==> src/rtl/trc_pkg.sv <==
package trc_pkg;
  typedef enum logic [1:0] {
    MODE_NORMAL  = 2'd0,
    MODE_LOOP    = 2'd1,
    MODE_DETAIL  = 2'd2,
    MODE_PROFILE = 2'd3
  } cap_mode_e;

  typedef enum logic [1:0] {
    CYC_FETCH = 2'd0,
    CYC_FREE  = 2'd1,
    CYC_READ  = 2'd2,
    CYC_WRITE = 2'd3
  } cyc_kind_e;
endpackage

==> src/rtl/trc_classify.sv <==
module trc_classify
  import trc_pkg::*;
(
  input  logic [1:0] mode_i,
  input  logic       valid_i,
  input  logic [1:0] kind_i,
  input  logic       cof_i,
  input  logic       bgnd_i,
  input  logic       win_i,
  output logic       norm_take_o,
  output logic       loop_cand_o,
  output logic       data_take_o
);
  cap_mode_e mode;
  cyc_kind_e kind;
  logic      live;
  logic      flow_fetch;

  assign mode = cap_mode_e'(mode_i);
  assign kind = cyc_kind_e'(kind_i);
  assign live = valid_i && win_i;
  // background entry never counts as change of flow
  assign flow_fetch = (kind == CYC_FETCH) && cof_i && !bgnd_i;

  always_comb begin
    norm_take_o = 1'b0;
    loop_cand_o = 1'b0;
    data_take_o = 1'b0;
    if (live) begin
      unique case (mode)
        MODE_NORMAL:  norm_take_o = flow_fetch;
        MODE_LOOP:    loop_cand_o = flow_fetch;
        MODE_DETAIL:  data_take_o = (kind == CYC_READ) || (kind == CYC_WRITE);
        default: ;
      endcase
    end
  end

  always_comb begin
    a_one_path_r12: assert ($countones({norm_take_o, loop_cand_o, data_take_o}) <= 1);
  end
endmodule

==> src/rtl/trc_dup_track.sv <==
module trc_dup_track #(
  parameter int unsigned AW = 16
) (
  input  logic          clk_i,
  input  logic          rst_ni,
  input  logic          arm_i,
  input  logic          cand_i,
  input  logic [AW-1:0] addr_i,
  output logic          pass_o
);
  logic [AW-1:0] last_q;
  logic          vld_q;
  logic          dup;

  // arm in the same cycle wins over the comparison
  assign dup    = vld_q && !arm_i && (last_q == addr_i);
  assign pass_o = cand_i && !dup;

  always_ff @(posedge clk_i or negedge rst_ni) begin
    if (!rst_ni) begin
      last_q <= '0;
      vld_q  <= 1'b0;
    end else if (pass_o) begin
      last_q <= addr_i;
      vld_q  <= 1'b1;
    end else if (arm_i) begin
      vld_q  <= 1'b0;
    end
  end

  p_hist_load_r5: assert property (@(posedge clk_i) disable iff (!rst_ni)
    pass_o |=> (vld_q && last_q == $past(addr_i)));
  p_hist_keep_r9: assert property (@(posedge clk_i) disable iff (!rst_ni)
    (!cand_i && !arm_i) |=> ($stable(last_q) && $stable(vld_q)));
endmodule

==> src/rtl/trc_prof_sample.sv <==
module trc_prof_sample #(
  parameter int unsigned AW = 16
) (
  input  logic          clk_i,
  input  logic          rst_ni,
  input  logic          en_i,
  input  logic          start_i,
  input  logic          poll_i,
  input  logic [AW-1:0] addr_i,
  output logic [AW-1:0] prof_addr_o
);
  always_ff @(posedge clk_i or negedge rst_ni) begin
    if (!rst_ni)                         prof_addr_o <= '0;
    else if (en_i && start_i && !poll_i) prof_addr_o <= addr_i;
  end

  p_poll_hold_r11: assert property (@(posedge clk_i) disable iff (!rst_ni)
    poll_i |=> $stable(prof_addr_o));
  p_sample_r10: assert property (@(posedge clk_i) disable iff (!rst_ni)
    (en_i && start_i && !poll_i) |=> (prof_addr_o == $past(addr_i)));
endmodule

==> src/rtl/trc_record_reg.sv <==
module trc_record_reg #(
  parameter int unsigned AW = 16,
  parameter int unsigned DW = 16
) (
  input  logic          clk_i,
  input  logic          rst_ni,
  input  logic          take_i,
  input  logic          with_data_i,
  input  logic [AW-1:0] addr_i,
  input  logic [DW-1:0] data_i,
  output logic          store_o,
  output logic [AW-1:0] rec_addr_o,
  output logic [DW-1:0] rec_data_o,
  output logic          rec_has_data_o
);
  always_ff @(posedge clk_i or negedge rst_ni) begin
    if (!rst_ni) begin
      store_o        <= 1'b0;
      rec_addr_o     <= '0;
      rec_data_o     <= '0;
      rec_has_data_o <= 1'b0;
    end else begin
      store_o <= take_i;
      if (take_i) begin
        rec_addr_o     <= addr_i;
        rec_data_o     <= with_data_i ? data_i : '0;
        rec_has_data_o <= with_data_i;
      end
    end
  end

  p_pulse_r12: assert property (@(posedge clk_i) disable iff (!rst_ni)
    !take_i |=> !store_o);
endmodule

==> src/rtl/trace_cycle_filter.sv <==
module trace_cycle_filter
  import trc_pkg::*;
#(
  parameter int unsigned AW = 16,
  parameter int unsigned DW = 16
) (
  input  logic          clk_i,
  input  logic          rst_ni,
  input  logic [1:0]    mode_i,
  input  logic          cyc_valid_i,
  input  logic [1:0]    cyc_type_i,
  input  logic          cof_i,
  input  logic          bgnd_i,
  input  logic [AW-1:0] addr_i,
  input  logic [DW-1:0] data_i,
  input  logic          arm_i,
  input  logic          win_i,
  input  logic          insn_start_i,
  input  logic          poll_i,
  output logic          store_o,
  output logic [AW-1:0] rec_addr_o,
  output logic [DW-1:0] rec_data_o,
  output logic          rec_has_data_o,
  output logic [AW-1:0] prof_addr_o
);
  logic norm_take, loop_cand, loop_pass, data_take, take;

  trc_classify u_class (
    .mode_i      (mode_i),
    .valid_i     (cyc_valid_i),
    .kind_i      (cyc_type_i),
    .cof_i       (cof_i),
    .bgnd_i      (bgnd_i),
    .win_i       (win_i),
    .norm_take_o (norm_take),
    .loop_cand_o (loop_cand),
    .data_take_o (data_take)
  );

  trc_dup_track #(.AW(AW)) u_dup (
    .clk_i  (clk_i),
    .rst_ni (rst_ni),
    .arm_i  (arm_i),
    .cand_i (loop_cand),
    .addr_i (addr_i),
    .pass_o (loop_pass)
  );

  assign take = norm_take || loop_pass || data_take;

  trc_record_reg #(.AW(AW), .DW(DW)) u_rec (
    .clk_i          (clk_i),
    .rst_ni         (rst_ni),
    .take_i         (take),
    .with_data_i    (data_take),
    .addr_i         (addr_i),
    .data_i         (data_i),
    .store_o        (store_o),
    .rec_addr_o     (rec_addr_o),
    .rec_data_o     (rec_data_o),
    .rec_has_data_o (rec_has_data_o)
  );

  trc_prof_sample #(.AW(AW)) u_prof (
    .clk_i       (clk_i),
    .rst_ni      (rst_ni),
    .en_i        (mode_i == MODE_PROFILE),
    .start_i     (insn_start_i),
    .poll_i      (poll_i),
    .addr_i      (addr_i),
    .prof_addr_o (prof_addr_o)
  );

  p_window_r9: assert property (@(posedge clk_i) disable iff (!rst_ni)
    !win_i |=> !store_o);
  p_profile_quiet_r8: assert property (@(posedge clk_i) disable iff (!rst_ni)
    (mode_i == MODE_PROFILE) |=> !store_o);
  p_bgnd_r4: assert property (@(posedge clk_i) disable iff (!rst_ni)
    (cyc_valid_i && bgnd_i && cyc_type_i == CYC_FETCH) |=> !store_o);
  p_detail_skip_r7: assert property (@(posedge clk_i) disable iff (!rst_ni)
    (mode_i == MODE_DETAIL && (cyc_type_i == CYC_FETCH || cyc_type_i == CYC_FREE)) |=> !store_o);
  p_strobe_src_r12: assert property (@(posedge clk_i) disable iff (!rst_ni)
    store_o |-> $past(cyc_valid_i && win_i));
endmodule

==> config.mk <==
export PLATFORM = sky130hd
export DESIGN_NAME = trace_cycle_filter
export DESIGN_NICKNAME = d
export VERILOG_FILES = /design/src/rtl/trc_pkg.sv /design/src/rtl/trc_classify.sv /design/src/rtl/trc_dup_track.sv /design/src/rtl/trc_prof_sample.sv /design/src/rtl/trc_record_reg.sv /design/src/rtl/trace_cycle_filter.sv
export SDC_FILE = /design/constraint.sdc
export NUM_CORES = 1
export LEC_CHECK = 0
export BUFFER_PORTS_ARGS = -buffer_cell sky130_fd_sc_hd__buf_2
export CORE_AREA = 2 2 67 101
export DETAILED_ROUTE_END_ITERATION = 12
export DIE_AREA = 0 0 69 103
export HOLD_SLACK_MARGIN = 0.15
export PLACE_DENSITY = 0.72
export SLEW_MARGIN = 20
export SYNTH_ARGS = -nofsm -noshare
export SYNTH_HDL_FRONTEND = slang
export SYNTH_SLANG_ARGS = --single-unit
==> constraint.sdc <==
create_clock -name clk_i -period 2.7 [get_ports clk_i]
set_input_delay 0.54 -clock clk_i [delete_from_list [all_inputs] [get_ports clk_i]]
set_output_delay 0.54 -clock clk_i [all_outputs]
set_load 0.1 [all_outputs]
==> metrics.csv, run 1 <==
metric,value,unit
die_w,69,microns
setup_tns,0,ns
wl,5620,microns
synth_cells,176,
crit_family,simple AND/OR/NAND/NOR gates,
p_leak,1.86,nW
grt_max_degree,29,
synthTopCellsByCount,"dfrtp_1, mux2_2, a22o_1, xnor2_1, mux2_4",
track_usage,17.0,%
setup_viol,0,
vias,1824,
holdBufCountCts,0,
num_rows,36,
synthSimpleGateAreaFrac,3.69,%
synth.area.mux_share,21.3,%
skew,0.00787,ns
h-tree-depth,3,
antenna_found_initial,0,
drc_errors,0,
slowest_stage,dfrtp_1,
power,4.06,mW
fin_crit_sh,74.7,%
status,completed,
yosysSeqAreaShare,61.0,%
syn_nets,221,
async_flop_share,100,%
cp.arrival,2.24,ns
numPortBuffers,94,
drtIter0Drc,62,
path_cells,"xnor2_1, nand4_1, nor3_1, a31o_2, buf_12, mux2_2",
cts_buffers,9,
max_freq,0.496,GHz
synth-adder-area-share,0,%
clockBufferDepth,2,
path_max_fanout,14,
routedWlPerCell,15.4,microns
die_area,0.00711,sq mm
cellPowerDensity,1140,mW/mm^2
die_y,103,microns
cts.sinks,67,
final_nets,328,
maxSlewViolCount,0,
coreArea,0.00631,sq mm
yosys.cell_types.count,24,
critPathKind,reg -> reg,
end_kind,register,
p_seq_share,31.7,%
ys.flop_type,dfrtp_1,
cts_setup_buffers,0,
synth_compound_area_share,6.20,%
rsz0062_at_grt,no,
yosys.area.top_type,dfrtp_1,
post_cts_resized,0,
gp_congestion,0.749,
tightest_slew,0.617,ns
io_pins,95,
cts_root_buffer,clkbuf_8,
worstHoldPathType,in -> async,
final_util,56.7,%
yosysMostFrequentCell,dfrtp_1,
critPathBufInv,1,
switchingPower,1.91,mW
syn2layout_area_growth,30.3,%
n_antenna_cell,0,
path_clk_slew,0.07,ns
syn_area_per_cell,15.6,sq um
drive_gt1_share,59.0,%
max_slew_margin,58.8,%
synth_xor_area_share,5.10,%
swShare,47.0,%
internal_power,2.15,mW
synth_area_leaders,"dfrtp_1, mux2_2, mux2_4",
maxCapViolations,0,
synth_edf_count,0,
ys_warn_count,0,
cts_tree,done,
timing.final.hold_violations,0,
ys_ff_latch,67,
vdd_drop_max,533,uV
ant_nets,0,
grt_overflow_total,0,
via_per_inst,5.01,
crit_path_max_incr_delay,0.38,ns
pwr-share-clk,25.0,%
required,2.92,ns
synth_top_cell_area_share,61.0,%
min_period,2.02,ns
dr.pass1.iters,4,
clock_latency,0.34,ns
synth_area,0.00275,sq mm
synth_top_family_by_area,multiplexers,
start_util,43.6,%
grt_pass1_vias,1802,
cp-start-kind,register,
pwr-share-comb,43.2,%
grt_pass1_wl,9200,microns
dpl.hpwl,4180,microns
## layout make-up
cell class,instances,area [sq um]
flip-flops and latches,67,1680
repair buffers,103,551
fillers,563,2730
well taps,76,95.1
clock buffers,10,138
inverters,2,7.51
clock inverters,6,113
multi-input cells,100,997
## cell usage in the layout, fill, tap and decap left out
cell | Yosys | final
nand4b_1 | 1 | 1
nand2_1 | 4 | 4
mux2_2 | 36 | 36
nand4_1 | 3 | 3
and4bb_1 | 1 | 1
xnor2_1 | 15 | 15
clkinv_4 | 0 | 2
nor3_1 | 3 | 3
a31o_2 | 0 | 1
buf_12 | 1 | 1
dfrtp_1 | 67 | 67
buf_4 | 2 | 8
mux2_4 | 12 | 12
a22o_1 | 16 | 16
a21oi_2 | 1 | 1
clkinv_2 | 0 | 1
xor2_1 | 1 | 1
clkbuf_8 | 0 | 10
bufinv_16 | 0 | 3
nand3_1 | 1 | 1
a21oi_1 | 1 | 1
nand2b_1 | 1 | 1
a21o_1 | 1 | 1
inv_1 | 2 | 2
buf_2 | 0 | 94
nor3_4 | 1 | 1
nor2_1 | 1 | 1
## sequential cells by signal, summed over array words and instances (netlist names)
name / cells
u_rec.rec_has_data_o: 1
u_rec.rec_addr_o: 16
u_prof.prof_addr_o: 16
u_rec.store_o: 1
u_dup.vld_q: 1
u_rec.rec_data_o: 16
u_dup.last_q: 16
## routing by layer
metal  global-route usage, %  part of all wire, %  vias to the layer above
met3                    4.89                  6.7                       10
li1                        -                    -                      850
met4                    9.05                  1.9                        0
met2                    27.6                   51                       72
met5                       0                    0                        -
met1                    20.8                   40                      892
## power groups by stage
| stage | registers (mW) | clock network (mW) | logic (mW) |
|---|---|---|---|
| final | 1.29 | 1.02 | 1.76 |
| after floorplan | 2.53 | 0 | 0.234 |
| after CTS | 1.29 | 1.05 | 1.77 |
| after global placement | 1.30 | 0 | 1.75 |
| after global routing | 1.31 | 1.09 | 1.81 |
| after detailed placement | 1.31 | 0 | 1.77 |
## kinds of logic after synthesis
kind of cell	after synthesis
AOI/OAI and AO/OA	20
xor gates and xnor gates	16
buffers and inverters	9
DFF	67
muxes	48
and+or+nand+nor	16
## stage by stage
stage / area (sq um) / hold slack, ns / instances / setup slack, ns
after global routing: 3580 / 0.244 / 364 / 0.508
after CTS: 3580 / 0.216 / 364 / 0.650
after floorplan: 2750 / 0.244 / 176 / 0.776
final: 3580 / 0.206 / 364 / 0.684
after global placement: 3330 / 0.462 / 348 / 0.392
after detailed placement: 3330 / 0.461 / 348 / 0.351
## path summary, 6_finish.rpt
path                                            from              endpoint  slack [ns]  cells after the start
max in group asynchronous                     rst_ni   u_rec.rec_data_o[1]        1.75                      2
min in group clk_i                         data_i[9]   u_rec.rec_data_o[9]        0.42                      2
worst min register to register  u_rec.rec_has_data_o  u_rec.rec_has_data_o        0.47                      1
worst max register to register       u_dup.last_q[8]   u_rec.rec_addr_o[2]        0.68                      6
worst max-delay path                 u_dup.last_q[8]   u_rec.rec_addr_o[2]        0.68                      6
worst min-delay path                          rst_ni   u_rec.rec_data_o[7]        0.21                      1
Power figures use the tool's default switching activity.
==> run 2, diff against run 1 <==
- ABC_AREA: default -> 1
- CORE_AREA: 2 2 67 101 -> 2 2 70 105
- DIE_AREA: 0 0 69 103 -> 0 0 72 107
- PLACE_DENSITY: 0.72 -> 0.7
- clock period: 2.7 -> 2 ns (I/O delays scaled with it)
==> run 2 against run 1 <==
First-iteration DRC count up 140%. Core utilization down 2.2 points. Largest cell class unchanged. Via count up 34%. Synthesized area up 8.5%. Flip-flop and latch count unchanged. Cell count up 41%. Design area up 3.8%. Non-clock buffer count down 1. Clock skew down 0.0015 ns. Global-route usage up 1.1 points.
==> metrics.csv, run 2 <==
metric,value,unit,change
swShare,48.1,%,+1.1 points
final_util,54.6,%,-2.2 points
clockBufferDepth,2,,unchanged
final_nets,476,,+45%
final_cell_mix,"nand2_1, buf_2, dfrtp_1",,
io_pins,95,,unchanged
critPathKind,reg -> out,,
setup_tns,0,ns,unchanged
rsz0062_at_grt,no,,
die_w,72,microns,+4.3%
fill_cells,662,,+18%
cts_tree,done,,
n_antenna_cell,0,,unchanged
wl,6360,microns,+13%
die_y,107,microns,+3.9%
yosysSeqAreaShare,56.3,%,-4.8 points
worstHoldPathType,in -> reg,,
synth_area,0.00298,sq mm,+8.5%
dpl.hpwl,4550,microns,+8.8%
max_slew_margin,65.3,%,+6.5 points
h-tree-depth,3,,unchanged
maxCapViolations,0,,unchanged
clock_latency,0.33,ns,about the same
drc_errors,0,,unchanged
drtIter0Drc,147,,+140%
cts_setup_buffers,0,,unchanged
die_area,0.00770,sq mm,+8.4%
min_period,1.56,ns,
cts_buffers,9,,unchanged
synth_area_leaders,"dfrtp_1, nand2_1, nand3_1",,
track_usage,18.2,%,+1.1 points
slowest_stage,buf_2,,
path_cells,buf_2,,
gp_congestion,0.767,,+2.5%
ys_ff_latch,67,,unchanged
status,completed,,
switchingPower,2.45,mW,+28%
yosys.cell_types.count,24,,unchanged
cts_root_buffer,clkbuf_8,,
async_flop_share,100,%,unchanged
synth_top_cell_area_share,56.3,%,-4.8 points
grt_overflow_total,0,,unchanged
dr.pass1.iters,4,,unchanged
internal_power,2.64,mW,+22%
path_clk_slew,0.07,ns,about the same
pwr-share-clk,23.5,%,-1.5 points
yosysMostFrequentCell,nand2_1,,
syn_area_per_cell,8.92,sq um,-43%
ant_nets,0,,unchanged
cellPowerDensity,1370,mW/mm^2,+21%
num_rows,37,,+2.8%
synthTopCellsByCount,"nand2_1, dfrtp_1, nand3_1, o21ai_0, inv_1",,
numPortBuffers,94,,unchanged
cp.arrival,1.16,ns,-1.08 ns
syn2layout_area_growth,24.6,%,
drive_gt1_share,30.1,%,-29 points
start_util,43.8,%,+0.24 points
cp-start-kind,register,,
via_per_inst,4.78,,-4.7%
final_common_cell,nand2_1,,
hold_ws,0.264,ns,+0.0579 ns
fin_crit_sh,78.0,%,
antenna_found_initial,0,,unchanged
synth_edf_count,0,,unchanged
setup_slack,0.440,ns,-0.244 ns
synth_cells,334,,+90%
syn_nets,379,,+71%
ys.flop_type,dfrtp_1,,
grt_pass1_vias,2388,,+33%
tightest_slew,0.520,ns,-0.0970 ns
grt_max_degree,68,,+130%
timing.final.hold_violations,0,,unchanged
vias,2450,,+34%
required,1.60,ns,-1.32 ns
end_kind,output port,,
skew,0.00636,ns,-0.00151 ns
p_leak,2.07,nW,+11%
pre_cts_slack,0.157,ns,-0.194 ns
coreArea,0.00681,sq mm,+7.9%
path_max_fanout,2,,-12
p_seq_share,33.9,%,+2.2 points
routedWlPerCell,12.4,microns,-20%
max_freq,0.641,GHz,
crit_family,buffers and inverters,,
setup_viol,0,,unchanged
yosys.area.top_type,dfrtp_1,,
vdd_drop_max,659,uV,+24%
crit_path_max_incr_delay,0.44,ns,+0.06 ns
critPathBufInv,1,,unchanged
cts.sinks,67,,unchanged
pwr-share-comb,42.6,%,-0.6 points
maxSlewViolCount,0,,unchanged
grt_pass1_wl,10700,microns,+17%
ys_warn_count,0,,unchanged
## run 2: tightest hold or removal path: stages
cell and delay [ns]:
buf_2 0.07, nand2_1 0.04, nand2_1 0.05
## run 2: power by group through the flow
| stage | registers, mW | clock network [mW] | logic (mW) |
|---|---|---|---|
| 6_report | 1.72 | 1.20 | 2.16 |
| 5_1_grt | 1.75 | 1.30 | 2.26 |
| 4_1_cts | 1.72 | 1.23 | 2.18 |
| 3_5_place_dp | 1.75 | 0 | 2.18 |
| 3_3_place_gp | 1.74 | 0 | 2.16 |
| 2_1_floorplan | 3.26 | 0 | 0.262 |
## run 2: cell type report
class                      instances  area [sq um]  share of cell area (%)
inverter                          28           105                    2.83
clock buffer                      13           149                    4.01
timing repair buffer             102           558                    15.0
tap                               78          97.6                    2.63
multi-input combinational        223          1070                    28.7
sequential                        67          1680                    45.2
clock inverter                     2          60.1                    1.62
## run 2: worst paths after layout
check	startpoint	end	slack, ns	cells after the start
worst max-delay path	u_rec.rec_addr_o[15]	rec_addr_o[15]	0.44	1
worst min-delay path	data_i[15]	u_rec.rec_data_o[15]	0.26	3
worst max register to register	u_dup.last_q[10]	u_dup.last_q[9]	0.47	8
worst min register to register	u_prof.prof_addr_o[3]	u_prof.prof_addr_o[3]	0.48	2
max in group asynchronous	rst_ni	u_rec.rec_data_o[14]	1.10	3
min in group asynchronous	rst_ni	u_prof.prof_addr_o[0]	0.61	3
## run 2: timing repair
item / CTS / global route
hold buffers: 1 / 0
gates resized for setup: 0 / 0
endpoints found under the hold margin: 67 / 0
## run 2: cell families (layout without fill, tap and decap cells)
logic type | count (synthesis) | after routing | synth area share (%)
flip-flops | 67 | 67 | 56.3
XOR/XNOR | 5 | 5 | 1.47
AO/OA/AOI/OAI | 36 | 36 | 6.68
buffers and inverters | 44 | 145 | 7.98
AND/OR/NAND/NOR | 182 | 182 | 27.6
## run 2: per-stage QoR
step / instances / total power [mW] / instance area [sq um]
finish: 513 / 5.08 / 3710
detailed placement: 497 / 3.93 / 3490
global placement: 497 / 3.90 / 3490
floorplan: 334 / 3.52 / 2980
CTS: 513 / 5.13 / 3710
global route: 513 / 5.31 / 3710
## run 2: per-layer routing
layer / GRT usage, % / up-vias / wire (microns)
met3: 4.70 / 12 / 384
met2: 29.6 / 74 / 3150
met1: 21.8 / 1114 / 2680
met4: 9.57 / 0 / 145
li1: - / 1250 / -
met5: 0 / - / 0
